$ cat src/rtl/split_bus_master.sv
`timescale 1ns/1ps
module split_bus_master #(
  parameter int AW    = 32,
  parameter int DW    = 64,
  parameter int BEATS = 4
) (
  input  logic          clk,
  input  logic          rst_n,
  input  logic          req_valid,
  output logic          req_ready,
  input  logic [AW-1:0] req_addr,
  input  logic          req_write,
  input  logic          req_burst,
  input  logic          req_nodata,
  input  logic [DW-1:0] wr_data,
  output logic          wr_next,
  output logic          rd_valid,
  output logic [DW-1:0] rd_data,
  output logic          done,
  output logic          done_err,
  output logic          bus_req,
  input  logic          bus_grant,
  input  logic          abusy_in,
  output logic          abusy_out,
  output logic          xfer_start,
  output logic [AW-1:0] addr_out,
  output logic [AW/8-1:0] addr_par,
  output logic          attr_write,
  output logic          attr_burst,
  output logic          attr_nodata,
  input  logic          addr_ack,
  input  logic          addr_retry,
  input  logic          addr_perr,
  input  logic          dgrant,
  input  logic          dbusy_in,
  output logic          dbusy_out,
  output logic          wdata_en,
  output logic [DW-1:0] wdata_out,
  output logic [DW/8-1:0] wdata_par,
  input  logic [DW-1:0] rdata_in,
  input  logic          beat_ack,
  input  logic          data_perr
);
  localparam int CW = (BEATS > 1) ? $clog2(BEATS) : 1;
  localparam int AP = AW / 8;
  localparam int DP = DW / 8;

  typedef enum logic [1:0] {A_IDLE, A_ARB, A_XFER} a_state_t;
  a_state_t a_st;

  logic [AW-1:0] a_addr_q;
  logic a_wr_q, a_bst_q, a_nod_q, a_err_q, a_first;
  logic p_v, p_wr, p_bst, p_nod, p_err;
  logic d_act, d_own, d_wr, d_bst, d_err;
  logic [CW-1:0] d_beat;
  logic a_qual, a_fin, d_qual, d_last, beat_ev;

  assign req_ready   = (a_st == A_IDLE) && !p_v;
  assign bus_req     = (a_st == A_ARB);
  assign abusy_out   = (a_st == A_XFER);
  assign xfer_start  = a_first;
  assign addr_out    = abusy_out ? a_addr_q : '0;
  assign attr_write  = abusy_out && a_wr_q;
  assign attr_burst  = abusy_out && a_bst_q;
  assign attr_nodata = abusy_out && a_nod_q;
  assign a_qual      = bus_req && bus_grant && !abusy_in;
  assign a_fin       = abusy_out && addr_ack && !addr_retry;

  assign d_qual    = d_act && !d_own && dgrant && !dbusy_in;
  assign beat_ev   = d_own && beat_ack;
  assign d_last    = d_bst ? (d_beat == CW'(BEATS - 1)) : 1'b1;
  assign dbusy_out = d_own;
  assign wdata_en  = d_own && d_wr;
  assign wdata_out = wdata_en ? wr_data : '0;
  assign wr_next   = beat_ev && d_wr;

  for (genvar i = 0; i < AP; i++) begin : g_apar
    assign addr_par[i] = ~^addr_out[8*i +: 8];
  end
  for (genvar i = 0; i < DP; i++) begin : g_dpar
    assign wdata_par[i] = ~^wdata_out[8*i +: 8];
  end

  always_ff @(posedge clk) begin
    if (!rst_n) begin
      a_st     <= A_IDLE;
      a_addr_q <= '0;
      a_wr_q   <= 1'b0;
      a_bst_q  <= 1'b0;
      a_nod_q  <= 1'b0;
      a_err_q  <= 1'b0;
      a_first  <= 1'b0;
    end else begin
      a_first <= 1'b0;
      case (a_st)
        A_IDLE: if (req_valid && req_ready) begin
          a_st     <= A_ARB;
          a_addr_q <= req_addr;
          a_wr_q   <= req_write && !req_nodata;
          a_bst_q  <= req_burst && !req_nodata;
          a_nod_q  <= req_nodata;
          a_err_q  <= 1'b0;
        end
        A_ARB: if (a_qual) begin
          a_st    <= A_XFER;
          a_first <= 1'b1;
        end
        A_XFER: begin
          if (addr_perr) a_err_q <= 1'b1;
          if (addr_retry)    a_st <= A_ARB;
          else if (addr_ack) a_st <= A_IDLE;
        end
        default: a_st <= A_IDLE;
      endcase
    end
  end

  always_ff @(posedge clk) begin
    if (!rst_n) begin
      p_v <= 1'b0; p_wr <= 1'b0; p_bst <= 1'b0; p_nod <= 1'b0; p_err <= 1'b0;
    end else if (a_fin) begin
      p_v   <= 1'b1;
      p_wr  <= a_wr_q;
      p_bst <= a_bst_q;
      p_nod <= a_nod_q;
      p_err <= a_err_q || addr_perr;
    end else if (p_v && !d_act) begin
      p_v <= 1'b0;
    end
  end

  always_ff @(posedge clk) begin
    if (!rst_n) begin
      d_act <= 1'b0; d_own <= 1'b0; d_wr <= 1'b0; d_bst <= 1'b0; d_err <= 1'b0;
      d_beat <= '0; done <= 1'b0; done_err <= 1'b0; rd_valid <= 1'b0; rd_data <= '0;
    end else begin
      done     <= 1'b0;
      rd_valid <= 1'b0;
      if (p_v && !d_act) begin
        if (p_nod) begin
          done     <= 1'b1;
          done_err <= p_err;
        end else begin
          d_act  <= 1'b1;
          d_wr   <= p_wr;
          d_bst  <= p_bst;
          d_err  <= p_err;
          d_beat <= '0;
        end
      end
      if (d_qual) d_own <= 1'b1;
      if (d_own && data_perr) d_err <= 1'b1;
      if (beat_ev) begin
        d_beat <= d_beat + 1'b1;
        if (!d_wr) begin
          rd_valid <= 1'b1;
          rd_data  <= rdata_in;
        end
        if (d_last) begin
          d_act    <= 1'b0;
          d_own    <= 1'b0;
          done     <= 1'b1;
          done_err <= d_err || data_perr;
        end
      end
    end
  end

  AST_REQ_AFTER_ACCEPT: assert property (@(posedge clk) disable iff (!rst_n)
    (req_valid && req_ready) |=> bus_req);
  AST_ADDR_QUAL_GRANT: assert property (@(posedge clk) disable iff (!rst_n)
    $rose(abusy_out) |-> $past(bus_grant && !abusy_in));
  AST_START_ONE_CYCLE: assert property (@(posedge clk) disable iff (!rst_n)
    xfer_start |=> !xfer_start);
  AST_RETRY_REARB: assert property (@(posedge clk) disable iff (!rst_n)
    (abusy_out && addr_retry) |=> (bus_req && !abusy_out));
  AST_DATA_QUAL_GRANT: assert property (@(posedge clk) disable iff (!rst_n)
    $rose(dbusy_out) |-> $past(dgrant && !dbusy_in));
  AST_RD_FOLLOWS_ACK: assert property (@(posedge clk) disable iff (!rst_n)
    rd_valid |-> $past(beat_ack && dbusy_out));
endmodule

$ cat config.mk
export PLATFORM = sky130hd
export DESIGN_NAME = split_bus_master
export DESIGN_NICKNAME = d
export VERILOG_FILES = /design/src/rtl/split_bus_master.sv
export SDC_FILE = /design/constraint.sdc
export NUM_CORES = 1
export LEC_CHECK = 0
export ABC_AREA = 1
export CORE_AREA = 2 2 141 143
export CTS_CLUSTER_DIAMETER = 150
export DETAILED_ROUTE_END_ITERATION = 10
export DIE_AREA = 0 0 143 145
export GPL_TIMING_DRIVEN = 0
export PLACE_DENSITY = 0.73
export SKIP_LAST_GASP = 1
export SYNTH_ARGS = -nofsm -noshare
export SYNTH_HDL_FRONTEND = slang
export SYNTH_SLANG_ARGS = --single-unit
$ cat constraint.sdc
create_clock -name clk -period 4.8 [get_ports clk]
set_clock_uncertainty 0.2 [all_clocks]
set_input_delay 0.96 -clock clk [delete_from_list [all_inputs] [get_ports clk]]
set_output_delay 0.96 -clock clk [all_outputs]
set_load 0.02 [all_outputs]
* Word-level counts from Yosys, hierarchy flattened
Index checks and enable logic that the tools add are counted.
** Storage, ports and cells
- Flip-flop bits (word level) :: 118
- Input port bits :: 175
- Output and inout bits :: 185
- Logic and storage cells :: 124
** Cells by class
- $add $sub $neg :: 1
- Equal/unequal tests :: 9
- Mux-type cells :: 36
- Bitwise operators :: 2
- Reductions and logical operators :: 54
** Operators by type and width (count)
- 8-bit XNOR reduction :: 12
- 64-bit two-way mux :: 1
- 32-bit two-way mux :: 1
- 1-bit two-way mux :: 25
- 1-bit logical AND :: 19
- 2-bit two-way mux :: 7
- 2-bit AND reduction :: 7
- 2-bit by 1-bit inequality test with 1-bit output, second input constant :: 5
- 2-bit nonzero test :: 4
- 1-bit logical NOT :: 7
- 2-bit case mux with 3 select lines :: 1
- 3-bit AND reduction :: 2
- 2-bit equality test, second input constant :: 2
- 3-bit by 1-bit inequality test with 1-bit output, second input constant :: 1
- 2-bit by 1-bit adder with 2-bit output, second input constant :: 1
- 2-bit by 1-bit equality test with 1-bit output, second input constant :: 1
- 2-bit logical NOT :: 1
- 1-bit logical OR :: 2
- 1-bit NOT :: 2
- 1-bit case mux with 2 select lines :: 1

* Logic depth before layout (Yosys ltp)
Gate-level depths: netlist of run 1.
- Depth in word-level cells :: 7
- Mapped depth :: 11
- Gate-level depth less buffers :: 9

* Least setup slack after synthesis of run 1
OpenSTA, ideal clock, no wires.
- Path type :: input to output
- From :: input port wr_data[53]
- To :: output port wdata_par[6]
- Arrival time :: 1823 ps
- Data required time :: 3640 ps
- Setup slack :: 1817 ps
- Stages :: 8
- Buffers on the path :: 0
- Cell sequence :: inv_1 nor2_1 nand2_1 o21ai_1 nand2_1 nand2_1 nand2_1 nand2_1
** Between the ends
- Longest elaborated chain between the ends :: 2
** RTL lines
- start, declared :: RTL line 15 : input logic [DW-1:0] wr_data,
- 64-bit two-way mux :: RTL line 74 : assign wdata_out = wdata_en ? wr_data : '0;
- named net wdata_out[53] :: RTL line 38 : output logic [DW-1:0] wdata_out,
- 8-bit XNOR reduction :: RTL line 81 : assign wdata_par[i] = ~^wdata_out[8*i +: 8];
- end, declared :: RTL line 39 : output logic [DW/8-1:0] wdata_par,
The timed path passes the listed nets, and every way through them passes these cells.

* Worst setup path in the final report of run 1
- From :: input port wr_data[53]
- To :: output port wdata_par[6]
** Between the ends
- Longest elaborated chain between the ends :: 2
** RTL lines (RTL line)
- 64-bit two-way mux :: 74
- 8-bit XNOR reduction :: 81
No other way between the ends.

==> results of run 1 <==
[through the flow]
| step | std cells | setup slack, ns |
|---|---|---|
| floorplan | 1133 | 1.82 |
| global placement | 1757 | 0.799 |
| detailed placement | 1757 | 0.774 |
| CTS | 1789 | 0.768 |
| global route | 1789 | 0.626 |
| finish | 1789 | 0.752 |
[registers in the layout (all words and copies together) (netlist names), 2 cells and up]
| signal | count |
|---|---|
| d_beat | 2 |
| rd_data | 64 |
| a_addr_q | 32 |
| a_st | 2 |
[per-layer routing]
layer,up-vias,GRT usage [%],part of all wire [%]
met5,-,0,0
met4,0,12.8,4.4
met3,72,7.79,9.3
met2,368,43.7,48
met1,3804,26.9,38
li1,4287,-,-
[synth_stat cells]
cell	n
inv_1	157
nand3b_1	1
o21ai_1	16
nand2_4	1
nor3_1	5
o21ai_2	3
clkinv_1	6
a31oi_1	1
a211oi_1	1
nand2_2	1
nand3_1	45
a21oi_1	64
buf_2	27
o211ai_1	2
nor2_1	273
nor3_2	8
dfxtp_1	118
o21ai_0	144
buf_6	4
inv_2	2
buf_4	8
nor2_2	9
ha_1	1
nor4_1	1
clkbuf_1	16
nand2_1	209
a21oi_2	7
a22oi_1	3
[cell usage in the layout, fill, tap and decap left out, drive strengths merged]
master,instances
nor3,13
nand2,211
nor4,1
o211ai,2
nand3b,1
a21oi,71
clkinv,12
clkbuf,34
o21ai,163
clkdlybuf4s50,359
a31oi,1
a211oi,1
a22oi,3
bufinv,3
buf,39
clkinvlp,3
ha,1
nand3,45
dfxtp,118
inv,161
nor2,282
[where the power goes]
group / internal (W) / switching (W) / total (W) / leakage (nW)
registers: 0.00102 / 0.0000284 / 0.00105 / 0.958
clock network: 0.000834 / 0.000479 / 0.00131 / 0.293
logic: 0.000188 / 0.000183 / 0.000372 / 3.90
[final cells by class]
cell class	count	area [sq um]	share of cell area, %
clock buffer	18	439	3.88
sequential	118	2360	20.9
buffer	55	300	2.65
clock inverter	14	175	1.55
inverter	165	619	5.47
tap	265	332	2.93
timing repair buffer	359	3590	31.7
multi-input combinational	795	3500	30.9
[worst max-delay path by stage]
stage                      startpoint  cells past startpoint  slack (ns)           end
final                     wr_data[53]                     10        0.75  wdata_par[6]
after global routing      wr_data[53]                     10        0.63  wdata_par[6]
after CTS                 wr_data[53]                     10        0.77  wdata_par[6]
after detailed placement  wr_data[53]                     10        0.77  wdata_par[6]
after floorplan           wr_data[53]                      8        1.82  wdata_par[6]
after global placement    wr_data[53]                     10        0.80  wdata_par[6]
[cell families after synthesis]
group                    share of synthesized area [%]
AND/OR/NAND/NOR                                   32.8
AO/OA/AOI/OAI                                     18.6
buffers and inverters                             13.6
flip-flops                                        34.8
adder cells (fa/ha/maj)                          0.184
[critical path, cell delays in order]
cell and delay (ns):
clkdlybuf4s50_1 0.50, inv_1 0.07, nor2_1 0.26, nand2_1 0.08, o21ai_1 0.12, nand2_1 0.08
nand2_1 0.07, nand2_1 0.05, nand2_1 0.06, clkdlybuf4s50_1 0.64
==> results.py, run 1 <==
metrics = {
    "die": {
        "row_count": 51,
        "io_pins": 360,
        "dieArea_sq_mm": 0.0207,
        "die_width_um": 143,
        "initial_core_util_pct": 35.3,
        "die_h_um": 145,
        "fp.coreArea_sq_mm": 0.0192,
    },
    "clocking": {
        "cts_sinks": 118,
        "max-clock-path-buffers": 2,
        "cts_hold_buf": 0,
        "post_cts_resized": 0,
        "cts_tree": "yes",
        "cts_buffers": 17,
        "clock_latency_ns": 0.41,
        "cts-htree-levels": 4,
        "post_cts_buffers": 0,
        "cts_root_buf": "clkbuf_16",
        "path_clk_slew_ns": 0.06,
    },
    "sta": {
        "relSlewSlack_pct": 58.9,
        "final_max_slew_viol_count": 0,
        "whs_ns": 0.255,
        "rsz0062_at_grt": "false",
        "fin_tns_setup_ns": 0,
        "period_share_pct": 84.3,
        "tightest_slew_ns": 0.616,
        "hold_viol_final": 0,
        "setup_violations": 0,
        "finalCriticalPeriod_ns": 4.05,
        "fmax_mhz": 247,
    },
    "power": {
        "powerDensity_mw_per_mm2": 241,
        "ir_drop_v": 0.000247,
        "leakage_nw": 5.15,
        "fin_total_pwr_w": 0.00273,
    },
    "finish": {
        "antennaDiodeCount": 0,
        "final.fill_count": 1852,
        "fin_util_pct": 58.9,
        "nNetsFinal": 1687,
        "area_growth_pct": 66.9,
        "fin_area_sq_mm": 0.0113,
        "drive_gt1_share_pct": 6.69,
    },
    "critical_path": {
        "crit_path_end_kind": "output pin",
        "r2r_cells": 7,
        "r2r-end": "rd_data[54]",
        "cp.required_ns": 3.64,
        "cp.arrival_ns": 2.89,
        "r2r_slack_ns": 2.81,
        "crit_type": "primary input to output pin",
        "worst-path-max-fanout": 3,
        "rr_startpoint": "dbusy_out",
        "crit_path_start_kind": "primary input",
    },
    "placement": {
        "dpl.hpwl_um": 20700,
        "gp_congestion": 0.907,
        "placed_cell_area_sq_mm": 0.0107,
        "port_buffers": 359,
    },
    "route": {
        "drcViolationCount": 0,
        "num_vias": 8531,
        "wl_per_cell_um": 14.8,
        "antenna_left": 0,
        "drt_iter0_drc": 381,
        "firstDrtPassIters": 5,
        "drt-vias-per-instance": 4.77,
        "routed_wl_um": 26400,
    },
    "logic_synthesis": {
        "synth_area_sq_mm": 0.00678,
        "synth-seq-cells": 118,
        "synth_area_leaders": "dfxtp_1 (35%), nor2_1 (15%), nand2_1 (12%), o21ai_0 (11%), inv_1 (8.7%)",
        "yosys_warnings": 0,
        "postSynthAreaPerCell_sq_um": 5.99,
        "syn_inst": 1133,
        "yosys.area.top_type": "dfxtp_1",
        "synth_top_area_share_pct": 34.8,
        "ys_seq_area_share_pct": 34.8,
        "synth_cell_types": 28,
        "syn_nets": 1309,
    },
    "min_path": {
        "hp-start": "d_bst",
        "whs_path_depth": 2,
        "min_to": "d_bst",
        "hp-class": "register to register",
    },
    "global_route": {
        "grt_first_pass_wirelength_um": 41400,
        "antenna_found_initial": 0,
        "grt_overflow": 0,
        "grt_max_degree": 17,
        "grt_pass1_vias": 8318,
        "gr-usage-all-layers_pct": 25.1,
    },
    "flow_run": {
        "cap_violations": 0,
    },
    "run_status": {
        "outcome": "finished clean",
    },
}
No activity file was read; power rests on OpenSTA's default activity.
==> run 2: changes to the inputs <==
Settings changed: CORE_AREA 2 2 141 143 to default, CORE_MARGIN from default to 2, CORE_UTILIZATION from default to 36, DIE_AREA 0 0 143 145 to default, PLACE_DENSITY 0.73 to 0.78.
Clock period 4.8 ns to 3.3 ns, I/O delays scaled along.
==> results.py, run 2 (same netlist as run 1, synthesis figures left out) <==
metrics = {
    "die": {
        "die_width_um": 141,
        "row_count": 50,
        "fp.coreArea_sq_mm": 0.0186,
        "die_h_um": 141,
        "dieArea_sq_mm": 0.0200,
        "initial_core_util_pct": 36.5,
        "io_pins": 360,
    },
    "power": {
        "switching_share_pct": 25.3,
        "seq_power_share_pct": 38.6,
        "combPwrFrac_pct": 13.8,
        "fin_total_pwr_w": 0.00394,
        "leakage_nw": 5.34,
        "p_sw_w": 0.000997,
        "powerDensity_mw_per_mm2": 349,
        "ir_drop_v": 0.000331,
        "internal_power_w": 0.00295,
        "clockPowerShare_pct": 47.6,
    },
    "finish": {
        "layout_commonest_cell": "clkdlybuf4s50_1",
        "fin_util_pct": 60.8,
        "antennaDiodeCount": 0,
        "instances_no_fill": 1758,
        "final_cell_mix": "clkdlybuf4s50_1 (337), nor2_1 (273), nand2_1 (209)",
        "drive_gt1_share_pct": 6.69,
        "largest_register": "rd_data",
        "fin_area_sq_mm": 0.0113,
        "nNetsFinal": 1687,
        "reg_top3": "rd_data (64), a_addr_q (32)",
        "largest_reg_flops": 64,
        "area_growth_pct": 66.6,
        "final.fill_count": 1728,
    },
    "sta": {
        "whs_ns": 0.254,
        "relSlewSlack_pct": 54.8,
        "tightest_slew_ns": 0.678,
        "hold_viol_final": 0,
        "final_max_slew_viol_count": 0,
        "rsz0062_at_grt": "true",
        "setup_violations": 0,
        "period_share_pct": 99.9,
        "finalCriticalPeriod_ns": 3.30,
        "fmax_mhz": 303,
    },
    "global_route": {
        "met2_usage_pct": 46.2,
        "grt_max_degree": 17,
        "grt_first_pass_wirelength_um": 40100,
        "met1_usage_pct": 27.2,
        "antenna_found_initial": 0,
        "busiest_layer": "met2",
        "grt_overflow": 0,
        "grtUsageMet3_pct": 6.95,
        "grt_pass1_vias": 8159,
        "gr-usage-all-layers_pct": 25.2,
    },
    "run_status": {
        "outcome": "finished clean",
    },
    "critical_path": {
        "worst-path-max-fanout": 10,
        "cpPeakStageDelay_ns": 0.61,
        "slowest_stage": "clkdlybuf4s50_1",
        "cp.required_ns": 2.44,
        "crit_chain": "inv_2, nor2_2, buf_6, buf_6, nand3_1, o21ai_1, nand2_1, nand2_1, nand2_1, nand2_1, clkdlybuf4s50_1",
        "critPathBufInv": 4,
        "cpLargestDelayFamily": "buffers and inverters",
        "crit_type": "register to output pin",
        "crit_path_end_kind": "output pin",
        "cp_common_cell": "nand2_1",
        "crit_path_start_kind": "register",
        "cp.arrival_ns": 2.44,
    },
    "clocking": {
        "cts_buffers": 17,
        "cts_sinks": 118,
        "cts-htree-levels": 4,
        "cts_tree": "yes",
        "clock_latency_ns": 0.40,
        "cts_root_buf": "clkbuf_16",
        "post_cts_buffers": 0,
        "cts_hold_buf": 0,
        "max-clock-path-buffers": 2,
        "path_clk_slew_ns": 0.05,
    },
    "flow_run": {
        "cap_violations": 0,
    },
    "placement": {
        "port_buffers": 359,
        "placed_cell_area_sq_mm": 0.0107,
        "dp_cells": 1726,
        "gp_congestion": 0.939,
        "dpl.hpwl_um": 20500,
    },
    "route": {
        "wl_per_cell_um": 15.1,
        "antenna_left": 0,
        "drt_iter0_drc": 402,
        "firstDrtPassIters": 5,
        "num_vias": 8677,
        "routed_wl_um": 26600,
        "drcViolationCount": 0,
        "drt-vias-per-instance": 4.94,
    },
    "min_path": {
        "hp-class": "register to register",
    },
}
==> run 2: what timing repair did <==
item | 4_1_cts | 5_1_grt
resized for setup | 10 | 15
endpoints found under the hold margin | 0 | 0
setup endpoints to repair | 9 | 14
==> run 2: final timing paths <==
kind | start | endpoint | slack, ns | cells after the start
min | d_bst | d_bst | 0.25 | 2
max | a_st[1] | addr_par[2] | 0.004 | 11
max reg2reg | dbusy_out | rd_data[44] | 1.35 | 7
min reg2reg | d_bst | d_bst | 0.25 | 2
==> run 2: cell type report <==
type,instances,area [sq um],area share (%)
timing repair buffer,359,3610,32.0
multi-input combinational,795,3500,31.0
sequential,118,2360,20.9
inverter,165,619,5.48
clock buffer,21,480,4.25
buffer,55,308,2.72
tap,234,293,2.59
clock inverter,11,123,1.09
==> run 2: power groups by stage <==
stage / Sequential, W / Combinational (W) / Clock (W)
after CTS: 0.00152 / 0.000540 / 0.00189
after floorplan: 0.00154 / 0.000215 / 0
final: 0.00152 / 0.000544 / 0.00188
after global placement: 0.00155 / 0.000526 / 0
after global routing: 0.00153 / 0.000589 / 0.00196
after detailed placement: 0.00155 / 0.000536 / 0
==> run 2: worst register-to-register path, cell delays in order (launching register included) <==
cell,delay [ns]
dfxtp_1,0.37
buf_4,0.20
nand2_1,0.14
nor2_1,0.22
buf_2,0.26
buf_2,0.25
o21ai_0,0.10
nor2_1,0.14
==> run 2: stage by stage <==
| step | setup WS (ns) | setup TNS (ns) |
|---|---|---|
| 2_1_floorplan | 0.798 | 0 |
| 3_3_place_gp | -0.0100 | -0.0100 |
| 3_5_place_dp | -0.0258 | -0.0258 |
| 4_1_cts | 0.00958 | 0 |
| 5_1_grt | -0.126 | -0.143 |
| 6_report | 0.00385 | 0 |
==> run 2: routing by layer <==
metal | share of wire (%) | vias to the layer above
met1 | 38 | 3919
met3 | 8.4 | 69
met5 | 0 | -
met4 | 3.9 | 0
li1 | - | 4300
met2 | 49 | 389
==> run 3: changes to the inputs <==
Settings changed: GPL_ROUTABILITY_DRIVEN from default to 0.
==> results.py, run 3 (same netlist as run 1, synthesis figures left out) <==
metrics = {
    "power": {
        "powerDensity_mw_per_mm2": 353,
        "p_sw_w": 0.000971,
        "ir_drop_v": 0.000410,
        "switching_share_pct": 24.2,
        "leakage_nw": 5.41,
        "clockPowerShare_pct": 48.4,
        "seq_power_share_pct": 38.0,
        "combPwrFrac_pct": 13.5,
        "internal_power_w": 0.00303,
    },
    "min_path": {
        "whs_path_depth": 2,
        "min_to": "d_bst",
        "hp-class": "register to register",
        "hp-start": "d_bst",
    },
    "die": {
        "fp.coreArea_sq_mm": 0.0186,
        "die_width_um": 141,
        "io_pins": 360,
        "dieArea_sq_mm": 0.0200,
        "row_count": 50,
        "die_h_um": 141,
        "initial_core_util_pct": 36.5,
    },
    "critical_path": {
        "cpLargestDelayFamily": "buffers and inverters",
        "crit_path_end_kind": "output pin",
        "crit_path_start_kind": "register",
        "cpPeakStageDelay_ns": 0.62,
        "crit_chain": "buf_4, nand2_4, buf_6, buf_4, buf_2, nor2_1, clkdlybuf4s50_1",
        "worst-path-max-fanout": 10,
        "crit_type": "register to output pin",
        "cp_common_cell": "buf_4",
        "rr_startpoint": "dbusy_out",
        "r2r_slack_ns": 1.34,
        "cp.required_ns": 2.44,
        "cp.arrival_ns": 2.36,
        "slowest_stage": "clkdlybuf4s50_1",
        "r2r_cells": 7,
        "critPathBufInv": 5,
        "r2r-end": "rd_data[50]",
    },
    "sta": {
        "finalCriticalPeriod_ns": 3.22,
        "period_share_pct": 97.6,
        "setup_violations": 0,
        "fmax_mhz": 310,
        "layout_setup_ws_ns": 0.0790,
        "final_max_slew_viol_count": 0,
        "hold_viol_final": 0,
        "tightest_slew_ns": 0.625,
        "relSlewSlack_pct": 58.3,
        "rsz0062_at_grt": "false",
    },
    "clocking": {
        "cts_buffers": 17,
        "cts_tree": "yes",
        "cts-htree-levels": 4,
        "cts_sinks": 118,
        "post_cts_buffers": 0,
        "clock_latency_ns": 0.40,
        "cts_root_buf": "clkbuf_16",
        "path_clk_slew_ns": 0.05,
        "max-clock-path-buffers": 2,
        "cts_hold_buf": 0,
    },
    "global_route": {
        "gr-usage-all-layers_pct": 24.8,
        "grt_first_pass_wirelength_um": 40000,
        "grt_overflow": 0,
        "grt_max_degree": 17,
        "antenna_found_initial": 1,
        "grt_pass1_vias": 8193,
    },
    "flow_run": {
        "cap_violations": 0,
    },
    "placement": {
        "dpl.hpwl_um": 20300,
        "dp_cells": 1726,
        "dp_worst_setup_slack_ns": -0.0251,
        "port_buffers": 359,
    },
    "route": {
        "drcViolationCount": 0,
        "wl_met3_um": 2150,
        "wl_per_cell_um": 14.9,
        "drt-vias-per-instance": 4.90,
        "drt_iter0_drc": 364,
        "highest_layer": "met4",
        "routed_wl_um": 26100,
        "antenna_left": 0,
        "drt-met1-wl_um": 10100,
        "met2_length_um": 12900,
        "firstDrtPassIters": 5,
        "num_vias": 8614,
    },
    "finish": {
        "instances_no_fill": 1759,
        "final.fill_count": 1748,
        "reg_top3": "rd_data (64), a_addr_q (32)",
        "area_growth_pct": 67.2,
        "final_cell_mix": "clkdlybuf4s50_1 (333), nor2_1 (273), nand2_1 (209)",
        "largest_reg_flops": 64,
        "largest_register": "rd_data",
        "drive_gt1_share_pct": 6.63,
        "nNetsFinal": 1687,
        "layout_commonest_cell": "clkdlybuf4s50_1",
    },
    "run_status": {
        "outcome": "finished clean",
    },
}
## run 3: cell types whose count changed in the layout (fill, tap and decap cells not counted), sizes merged
cell / delta
dlygate4sd2: -1
clkinv: +2
clkbuf: -2
bufinv: +2
clkdlybuf4s50: -4
inv: -1
dlymetal6s2s: +5
clkinvlp: -1
diode: +1
## run 3: per-stage QoR
stage               power [W]  instance area [sq um]  setup TNS [ns]  util, %  hold WS (ns)
floorplan             0.00176                   6780               0        -         0.224
global placement      0.00208                  10700         -0.0214     57.4         0.241
detailed placement    0.00209                  10700         -0.0251     57.4         0.246
CTS                   0.00402                  11300               0     60.7         0.254
global route          0.00414                  11300               0     61.0         0.275
finish                0.00401                  11300               0     61.0         0.254
## run 3: worst max-delay path by stage
stage | startpoint | to | slack [ns] | cells after the start
floorplan | dbusy_out | wdata_par[5] | 0.80 | 10
global placement | wr_data[53] | wdata_par[6] | -0.02 | 10
detailed placement | wr_data[53] | wdata_par[6] | -0.03 | 10
CTS | a_st[1] | addr_par[2] | 0.02 | 11
global route | dbusy_out | wdata_out[15] | 0.003 | 7
finish | dbusy_out | wdata_out[49] | 0.08 | 7
## run 3: layout make-up
class	instances	area (sq um)	share of cell area [%]
tap	234	293	2.58
multi-input combinational	795	3500	30.9
clock buffer	19	443	3.91
clock inverter	13	180	1.59
timing repair buffer	359	3630	32.0
sequential	118	2360	20.8
inverter	165	619	5.46
buffer	55	308	2.72
antenna	1	2.50	0.0221
## run 3: repair_timing
action / CTS / global route
setup endpoints to repair: 8 / 19
pin swaps: 0 / 0
gates resized for setup: 9 / 21
cloned: 0 / 0
## run 3: per-layer routing
metal	vias to the layer above	global-route usage [%]
met4	0	10.7
met2	374	45.0
met1	3887	27.3
li1	4294	-
met5	-	0
met3	59	6.24
## run 3: power groups by stage
| stage | combinational (W) | clock (W) | sequential (W) |
|---|---|---|---|
| 2_1_floorplan | 0.000215 | 0 | 0.00154 |
| 3_3_place_gp | 0.000527 | 0 | 0.00155 |
| 3_5_place_dp | 0.000537 | 0 | 0.00155 |
| 4_1_cts | 0.000540 | 0.00196 | 0.00152 |
| 5_1_grt | 0.000587 | 0.00202 | 0.00153 |
| 6_report | 0.000542 | 0.00194 | 0.00152 |
## run 3: tightest hold or removal path: stages, from the launching register on
cell	delay, ns
dfxtp_1	0.29
inv_1	0.06
a21oi_1	0.05
